`src/rtl/exc_vec_pkg.sv`:
```
package exc_vec_pkg;

    localparam int CAUSE_W = 5;
    localparam int KIND_W  = 4;

    typedef enum logic [KIND_W-1:0] {
        EK_INTR = 4'd0,
        EK_MEMF = 4'd1,
        EK_IBUS = 4'd2,
        EK_DBUS = 4'd3,
        EK_SYSC = 4'd4,
        EK_BRK  = 4'd5,
        EK_RSVD = 4'd6,
        EK_COPU = 4'd7,
        EK_OVFL = 4'd8,
        EK_TRAP = 4'd9,
        EK_FPEX = 4'd10,
        EK_CERR = 4'd11
    } exc_kind_e;

    typedef enum logic [1:0] {
        MF_BADADDR = 2'd0,
        MF_NOMATCH = 2'd1,
        MF_INVALID = 2'd2,
        MF_DIRTY   = 2'd3
    } mem_fault_e;

    typedef enum logic [1:0] {
        VO_GENERAL,
        VO_REFILL,
        VO_INTVEC,
        VO_CACHE
    } vec_sel_e;

    typedef struct packed {
        logic               legal;
        logic [CAUSE_W-1:0] code;
        vec_sel_e           vsel;
        logic               mmu_upd;
    } exc_class_t;

    localparam logic [31:0] OFF_GENERAL  = 32'h0000_0180;
    localparam logic [31:0] OFF_REFILL   = 32'h0000_0000;
    localparam logic [31:0] OFF_INTVEC   = 32'h0000_0200;
    localparam logic [31:0] OFF_CACHE_BT = 32'h0000_0100;
    localparam logic [31:0] OFF_CACHE_RN = 32'h2000_0100;

    function automatic logic [CAUSE_W-1:0] mem_cause(mem_fault_e c, logic st);
        case (c)
            MF_BADADDR: return st ? 5'd5 : 5'd4;
            MF_DIRTY:   return 5'd1;
            default:    return st ? 5'd3 : 5'd2;
        endcase
    endfunction

endpackage

```
`src/rtl/exc_classify.sv`:
```
module exc_classify
    import exc_vec_pkg::*;
(
    input  logic [KIND_W-1:0] kind,
    input  logic [1:0]        fclass,
    input  logic              fstore,
    input  logic              exl,
    input  logic              iv,
    output exc_class_t        cls
);
    always_comb begin
        cls = '{legal: 1'b1, code: '0, vsel: VO_GENERAL, mmu_upd: 1'b0};
        case (kind)
            EK_INTR: cls.vsel = iv ? VO_INTVEC : VO_GENERAL;
            EK_MEMF: begin
                cls.code    = mem_cause(mem_fault_e'(fclass), fstore);
                cls.mmu_upd = 1'b1;
                if (mem_fault_e'(fclass) == MF_NOMATCH && !exl)
                    cls.vsel = VO_REFILL;
            end
            EK_IBUS: cls.code = 5'd6;
            EK_DBUS: cls.code = 5'd7;
            EK_SYSC: cls.code = 5'd8;
            EK_BRK:  cls.code = 5'd9;
            EK_RSVD: cls.code = 5'd10;
            EK_COPU: cls.code = 5'd11;
            EK_OVFL: cls.code = 5'd12;
            EK_TRAP: cls.code = 5'd13;
            EK_FPEX: cls.code = 5'd15;
            EK_CERR: begin
                cls.code = 5'd30;
                cls.vsel = VO_CACHE;
            end
            default: cls.legal = 1'b0;
        endcase
    end
endmodule

```
`src/rtl/exc_vector_calc.sv`:
```
module exc_vector_calc
    import exc_vec_pkg::*;
#(
    parameter logic [31:0] BOOT_VEC = 32'hBFC0_0200,
    parameter int          ALIGN_W  = 10
)(
    input  logic                  bev,
    input  logic [31-ALIGN_W:0]   ebase,
    input  vec_sel_e              vsel,
    output logic [31:0]           vec
);
    logic [31:0] base;
    logic [31:0] offset;

    always_comb begin
        base = bev ? BOOT_VEC : {ebase, {ALIGN_W{1'b0}}};
        case (vsel)
            VO_REFILL: offset = OFF_REFILL;
            VO_INTVEC: offset = OFF_INTVEC;
            VO_CACHE:  offset = bev ? OFF_CACHE_BT : OFF_CACHE_RN;
            default:   offset = OFF_GENERAL;
        endcase
        vec = base + offset;
    end
endmodule

```
`src/rtl/exc_mmu_regs.sv`:
```
module exc_mmu_regs #(
    parameter int ASID_W  = 8,
    parameter int PAGE_LO = 13,
    parameter int CTX_LO  = 23
)(
    input  logic                clk,
    input  logic                rst,
    input  logic                upd,
    input  logic [31:0]         faddr,
    input  logic [31-CTX_LO:0]  ctx_hi,
    input  logic [ASID_W-1:0]   asid,
    output logic [31:0]         bad_vaddr,
    output logic [31:0]         context_next,
    output logic [31:0]         entry_hi_next
);
    localparam int VPN_W = 32 - PAGE_LO;
    localparam int CTX_PAD = CTX_LO - VPN_W;
    localparam int EHI_PAD = PAGE_LO - ASID_W;

    always_ff @(posedge clk) begin
        if (rst) begin
            bad_vaddr     <= '0;
            context_next  <= '0;
            entry_hi_next <= '0;
        end else if (upd) begin
            bad_vaddr     <= faddr;
            context_next  <= {ctx_hi, faddr[31:PAGE_LO], {CTX_PAD{1'b0}}};
            entry_hi_next <= {faddr[31:PAGE_LO], {EHI_PAD{1'b0}}, asid};
        end
    end

    p_side_hold_r10: assert property (@(posedge clk) disable iff (rst)
        !upd |=> ($stable(bad_vaddr) && $stable(context_next) && $stable(entry_hi_next)));

    p_side_load_r10: assert property (@(posedge clk) disable iff (rst)
        upd |=> (bad_vaddr == $past(faddr) && entry_hi_next[ASID_W-1:0] == $past(asid)));
endmodule

```
`src/rtl/exc_vector_unit.sv`:
```
module exc_vector_unit
    import exc_vec_pkg::*;
#(
    parameter logic [31:0] BOOT_VEC = 32'hBFC0_0200
)(
    input  logic         clk,
    input  logic         rst,
    input  logic         req_valid,
    input  logic [3:0]   req_kind,
    input  logic [1:0]   fault_class,
    input  logic         fault_store,
    input  logic [31:0]  cur_pc,
    input  logic         in_dslot,
    input  logic         st_bev,
    input  logic         st_exl,
    input  logic         cause_iv,
    input  logic [21:0]  exc_base,
    input  logic [31:0]  fault_addr,
    input  logic [8:0]   ctx_hi,
    input  logic [7:0]   cur_asid,
    output logic         exc_done,
    output logic [31:0]  next_pc,
    output logic [31:0]  epc,
    output logic [4:0]   cause_code,
    output logic         cause_bd,
    output logic         exl_next,
    output logic [31:0]  bad_vaddr,
    output logic [31:0]  context_next,
    output logic [31:0]  entry_hi_next
);
    exc_class_t  cls;
    logic [31:0] vec;
    logic        take;

    exc_classify u_cls (
        .kind(req_kind), .fclass(fault_class), .fstore(fault_store),
        .exl(st_exl), .iv(cause_iv), .cls(cls)
    );

    exc_vector_calc #(.BOOT_VEC(BOOT_VEC), .ALIGN_W(10)) u_vec (
        .bev(st_bev), .ebase(exc_base), .vsel(cls.vsel), .vec(vec)
    );

    assign take = req_valid && cls.legal;

    exc_mmu_regs #(.ASID_W(8), .PAGE_LO(13), .CTX_LO(23)) u_mmu (
        .clk(clk), .rst(rst), .upd(take && cls.mmu_upd),
        .faddr(fault_addr), .ctx_hi(ctx_hi), .asid(cur_asid),
        .bad_vaddr(bad_vaddr), .context_next(context_next),
        .entry_hi_next(entry_hi_next)
    );

    always_ff @(posedge clk) begin
        if (rst) begin
            exc_done   <= 1'b0;
            next_pc    <= '0;
            epc        <= '0;
            cause_code <= '0;
            cause_bd   <= 1'b0;
            exl_next   <= 1'b0;
        end else begin
            exc_done <= take;
            if (take) begin
                next_pc    <= vec;
                cause_code <= cls.code;
                exl_next   <= 1'b1;
                if (!st_exl) begin
                    epc      <= in_dslot ? cur_pc - 32'd4 : cur_pc;
                    cause_bd <= in_dslot;
                end
            end
        end
    end

    p_done_after_req_r2: assert property (@(posedge clk) disable iff (rst)
        exc_done |-> $past(req_valid));

    p_exl_set_r9: assert property (@(posedge clk) disable iff (rst)
        exc_done |-> exl_next);

    p_epc_hold_r9: assert property (@(posedge clk) disable iff (rst)
        (req_valid && st_exl) |=> ($stable(epc) && $stable(cause_bd)));

    p_vec_offset_r6: assert property (@(posedge clk) disable iff (rst)
        (req_valid && !st_bev) |=> (!exc_done || next_pc[9:0] == 10'h000 ||
            next_pc[9:0] == 10'h100 || next_pc[9:0] == 10'h180 || next_pc[9:0] == 10'h200));

    p_bad_kind_r11: assert property (@(posedge clk) disable iff (rst)
        (req_valid && req_kind >= 4'd12) |=> !exc_done);
endmodule

```
`config.mk`:
```
export PLATFORM = sky130hd
export DESIGN_NAME = exc_vector_unit
export DESIGN_NICKNAME = d
export VERILOG_FILES = /design/src/rtl/exc_vec_pkg.sv /design/src/rtl/exc_classify.sv /design/src/rtl/exc_vector_calc.sv /design/src/rtl/exc_mmu_regs.sv /design/src/rtl/exc_vector_unit.sv
export SDC_FILE = /design/constraint.sdc
export NUM_CORES = 1
export LEC_CHECK = 0
export ABC_AREA = 1
export BUFFER_PORTS_ARGS = -buffer_cell sky130_fd_sc_hd__buf_2
export CAP_MARGIN = 40
export CELL_PAD_IN_SITES_DETAIL_PLACEMENT = 1
export CELL_PAD_IN_SITES_GLOBAL_PLACEMENT = 1
export CORE_UTILIZATION = 29
export CTS_CLUSTER_SIZE = 14
export DETAILED_ROUTE_END_ITERATION = 8
export HOLD_SLACK_MARGIN = 0.12
export PLACE_DENSITY_LB_ADDON = 0.1
export SLEW_MARGIN = 20
export SYNTH_ARGS = -nofsm -noshare
export SYNTH_HDL_FRONTEND = slang
export SYNTH_HIERARCHICAL = 1
export SYNTH_SLANG_ARGS = --single-unit
```
`constraint.sdc`:
```
create_clock -name clk -period 1.9 [get_ports clk]
set_input_delay 0.095 -clock clk [delete_from_list [all_inputs] [get_ports clk]]
set_output_delay 0.095 -clock clk [all_outputs]
set_load 0.01 [all_outputs]
```
==> results.md <==
Global routing:
- Entering global routing, the biggest net connects 58 pins.
- The number of global-route vias before repair is 7,282.
- The initial antenna violation count is 0.
- The total global routing overflow is 0.
- The global-route total usage across every layer is 20.2%.
- The first global-routing pass estimated 38,100 um of wire.

Logic synthesis:
- The compound-gate portion of the synthesized area is 6.99%.
- Summing the areas of all xor and xnor instances in the mapped netlist gives 2.31% of the synthesized area.
- Each instance of the synthesized netlist takes up on average 6.47 um^2.
- By area, the combinational part of the netlist is dominated by simple AND/OR/NAND/NOR gates.
- During synthesis, Yosys emitted a total of 6 warnings.
- The most used flip-flop cell after synthesis is sky130_fd_sc_hd__dfxtp_1.
- The synthesis-stage register bit count is 121.
- The multiplexer share of the synthesized area is 0%.
- By area the synthesized netlist is led by sky130_fd_sc_hd__dfxtp_1 36%, sky130_fd_sc_hd__nor2_1 15%, sky130_fd_sc_hd__nand2_1 12%.
- The count of different cell masters after synthesis is 43.
- Counting every instance in the synthesized netlist gives 1,054.
- The simple logic cell fraction of the synthesized area is 36.6%.
- Counting flops with a built-in enable in the synthesized netlist gives 0.
- Summed over its instances, the top area cell type makes up 35.5% of the synthesized netlist area.
- The share of the yosys chip area belonging to registers is 35.5%.
- The post-synth design cell area is 6820 um^2.
- The arithmetic-cell share of the synthesized area counting full adders, half adders and majority gates is 1.65%.
- The fraction of synthesis flops using an asynchronous set or reset pin is 0%.
- sky130_fd_sc_hd__dfxtp_1 takes more of the synthesized area than any other cell.

Critical path:
- The launching element type of the critical path is an input port.
- The worst register-to-register path ends at epc[5]$_SDFFE_PP0P_.
- The largest stage delay on the critical path is 560 ps.
- STA puts the critical path data arrival time at 2180 ps.
- The slowest library cell on the worst path is sky130_fd_sc_hd__dlygate4sd3_1.
- The kind of end point of the critical path is a flip-flop.
- The signal on the critical path passes through dlygate4sd3_1 > buf_2 > inv_2 > nand2_1 > dlygate4sd3_1 > a31oi_1 > dlygate4sd3_1.
- In this run the critical register-to-register path is launched from epc[5]$_SDFFE_PP0P_.
- The number of cells on the worst reg-to-reg path is 3.
- The cell with the most instances on the worst path is sky130_fd_sc_hd__dlygate4sd3_1.
- The required time reported for the critical path endpoint is 2270 ps.
- The most critical setup path has its startpoint at in_dslot.
- The worst setup slack for register-to-register paths is 690 ps.
- The cell family contributing the most delay on the critical path is buffers and inverters.
- Counting both buffers and inverters, the worst setup path holds a total of 5.
- Along the worst path, the maximum fanout reaches 5.
- The classification of the worst setup path is in -> reg.

Pwr:
- The standby leakage power is 5.20 nW.
- The final total power is 7.35 mW.
- The total power per unit cell area is 740 nW/um^2.
- VDD sags by at most 0.463 mV.

Final layout:
- The layout cell share with drive strength beyond 1 is 28.2%.
- The layout-stage area growth over the synthesis result is 45.6%.
- The area of the multi-input gates is 3350 um^2.
- The final core utilization is 43.5%.
- The final cell count without fillers is 1,723.
- The fill cell instance count of the final layout is 3,039.
- 0 antenna diodes ended up in the layout.
- After routing the design area is 9930 um^2.
- The area taken by flip-flops and latches is 2420 um^2.
- Leaving out fill and tap cells, the most frequent cells in the layout are 275 x sky130_fd_sc_hd__buf_2, 270 x sky130_fd_sc_hd__nor2_1, 208 x sky130_fd_sc_hd__nand2_1, 123 x sky130_fd_sc_hd__inv_1, 121 x sky130_fd_sc_hd__dfxtp_1.
- The final layout contains 1,524 nets.
- The most common cell after layout, fill and taps aside is sky130_fd_sc_hd__buf_2.

Timing:
- The number of failing setup endpoints in the final timing report is 0.
- Across all hold checks on the routed design, the worst slack comes to 132 ps.
- The max-slew violation count was 0.
- The worst setup slack after layout is 81.0 ps.
- The timing-limited maximum frequency is 0.550 GHz.
- The setup TNS is 0 ps.
- The share of the clock period used by the worst path is 95.7%.
- The final-report hold violation count is 0.
- Between clock sinks in the finished design, the worst skew comes to 0 ps.
- After layout, the minimum clock period comes to 1820 ps.

Clock network:
- For the worst-skew pair, the clock arrives at the later sink with an insertion delay of 420 ps.
- No sink is reached through more buffers than the 2 on the longest clock path.
- The clock-pin transition on the worst setup and hold timing paths is 60 ps.
- TritonCTS built the clock tree.
- The clock buffer count from CTS is 17.
- The clock sink total is 121.
- In this run the number of H-tree levels came out at 4.
- In this run the clock root is driven by a sky130_fd_sc_hd__clkbuf_16.

Place:
- The number of placed instances, taps included, is 1,591.
- The placed standard-cell area is 8280 um^2.
- The placed wire-length estimate after detailed placement is 17,400 um.
- The number of input and output port buffers inserted is 275.
- The worst slack at placement is -390 ps.
- The weighted congestion at the end of routability-driven global placement is 0.799.

Floorplanning:
- The die extent in y is 155 um.
- In this run the count of I/O pins placed on the die edge is 285.
- Once the floorplan was initialized, standard cells occupied 29.9% of the core.
- The initialized floorplan defines 55 standard-cell rows.
- The core box area is 22,800 um^2.
- The horizontal die dimension is 155 um.
- The area enclosed by the die boundary is 24,100 um^2.

Detailed routing:
- Once detail routing completed, the nets flagged for antenna violations numbered 0.
- For this run, design rule violations remaining after detail routing come to 0.
- The average via count per standard cell is 4.29.
- Summed over all layers, the routed wires come to 24,400 um.
- The routed wirelength normalized by instance count is 14.1 um.
- The violation count after the first detailed-route iteration is 303.
- The total vias in the final route is 7,393.
- Before antenna repair, the detailed router went through 4 iterations.

Run:
- The max-capacitance violation count is 0.

Hold path:
- The worst hold path belongs to the class in -> reg.
- The worst hold path passes through 3 cells.
- In this run the most critical hold path is launched from rst.
- For hold timing, the worst endpoint is exl_next$_SDFFE_PP0P_.

Status:
- The flow ran to the end, and the final reports show no timing, DRC or antenna violations.
==> state kept, by name (all words and copies together), names as in the netlist <==
| register | count |
|---|---|
| cause_code | 5 |
| exc_done | 1 |
| u_mmu/bad_vaddr | 31 |
| u_mmu/entry_hi_next | 8 |
| epc | 32 |
| cause_bd | 1 |
| exl_next | 1 |
| next_pc | 32 |
| u_mmu/context_next | 10 |
==> kinds of logic after synthesis <==
logic type	after synthesis
buffers and inverters	228
adder cells (fa/ha/maj)	9
AND/OR/NAND/NOR	586
flip-flops	121
AO/OA/AOI/OAI	90
XOR/XNOR	18
other	2
==> routing by layer <==
| metal | wire length [um] | global-route usage [%] | part of all wire, % |
|---|---|---|---|
| met3 | 1420 | 5.15 | 5.8 |
| met4 | 432 | 6.82 | 1.8 |
| met1 | 10800 | 24.2 | 44 |
| met5 | 0 | 0 | 0 |
| met2 | 11700 | 35.2 | 48 |
==> power breakdown <==
group | total (mW) | switching [mW] | internal (mW)
Clock | 3.43 | 1.25 | 2.18
Combinational | 1.19 | 0.658 | 0.528
Sequential | 2.73 | 0.0672 | 2.67
==> worst reg2reg max path: cells and delay by family (launching register included) <==
kind                   cells  cell delay [ps]
buffers and inverters      1              560
DFF                        1              350
AOI/OAI and AO/OA          2              250
==> synthesized netlist by cell type (2+ instances only) <==
cell type	count
sky130_fd_sc_hd__a21oi_1	14
sky130_fd_sc_hd__nand2_1	213
sky130_fd_sc_hd__nor2_2	13
sky130_fd_sc_hd__nand2_4	2
sky130_fd_sc_hd__a31oi_1	5
sky130_fd_sc_hd__nor2_4	9
sky130_fd_sc_hd__buf_4	59
sky130_fd_sc_hd__nor2_1	273
sky130_fd_sc_hd__clkbuf_2	2
sky130_fd_sc_hd__inv_2	6
sky130_fd_sc_hd__inv_1	126
sky130_fd_sc_hd__conb_1	2
sky130_fd_sc_hd__nand3_2	2
sky130_fd_sc_hd__ha_1	9
sky130_fd_sc_hd__nand2_2	4
sky130_fd_sc_hd__o21ai_1	7
sky130_fd_sc_hd__clkbuf_1	11
sky130_fd_sc_hd__o211ai_1	2
sky130_fd_sc_hd__dfxtp_1	121
sky130_fd_sc_hd__nor3_1	3
sky130_fd_sc_hd__xor2_1	9
sky130_fd_sc_hd__nand3b_1	3
sky130_fd_sc_hd__buf_6	6
sky130_fd_sc_hd__nand3_1	43
sky130_fd_sc_hd__buf_2	16
sky130_fd_sc_hd__xnor2_1	9
sky130_fd_sc_hd__o21ai_0	57
sky130_fd_sc_hd__a21oi_2	2
sky130_fd_sc_hd__nand4_1	12
==> final cells by class <==
cell class	instances	area share (%)
timing repair buffer	406	26.7
tap	313	3.94
clock inverter	13	1.80
multi-input combinational	719	33.8
clock buffer	18	4.32
inverter	133	5.04
sequential	121	24.4
==> worst max-delay path by stage <==
stage,endpoint,cells after the start,slack [ps]
after global routing,next_pc[25]$_SDFFE_PP0P_,17,-40
after global placement,next_pc[30]$_SDFFE_PP0P_,17,-320
after floorplan,next_pc[30]$_SDFFE_PP0P_,16,70
final,epc[2]$_SDFFE_PP0P_,7,80
after detailed placement,next_pc[30]$_SDFFE_PP0P_,17,-390
after CTS,next_pc[30]$_SDFFE_PP0P_,17,50
==> what timing repair did <==
action | CTS | global route
hold buffers | 98 | 0
endpoints found under the hold margin | 90 | 0
setup endpoints to repair | 0 | 13
setup buffers | 0 | 3
resized for setup | 0 | 17
Power figures use the tool's default switching activity.
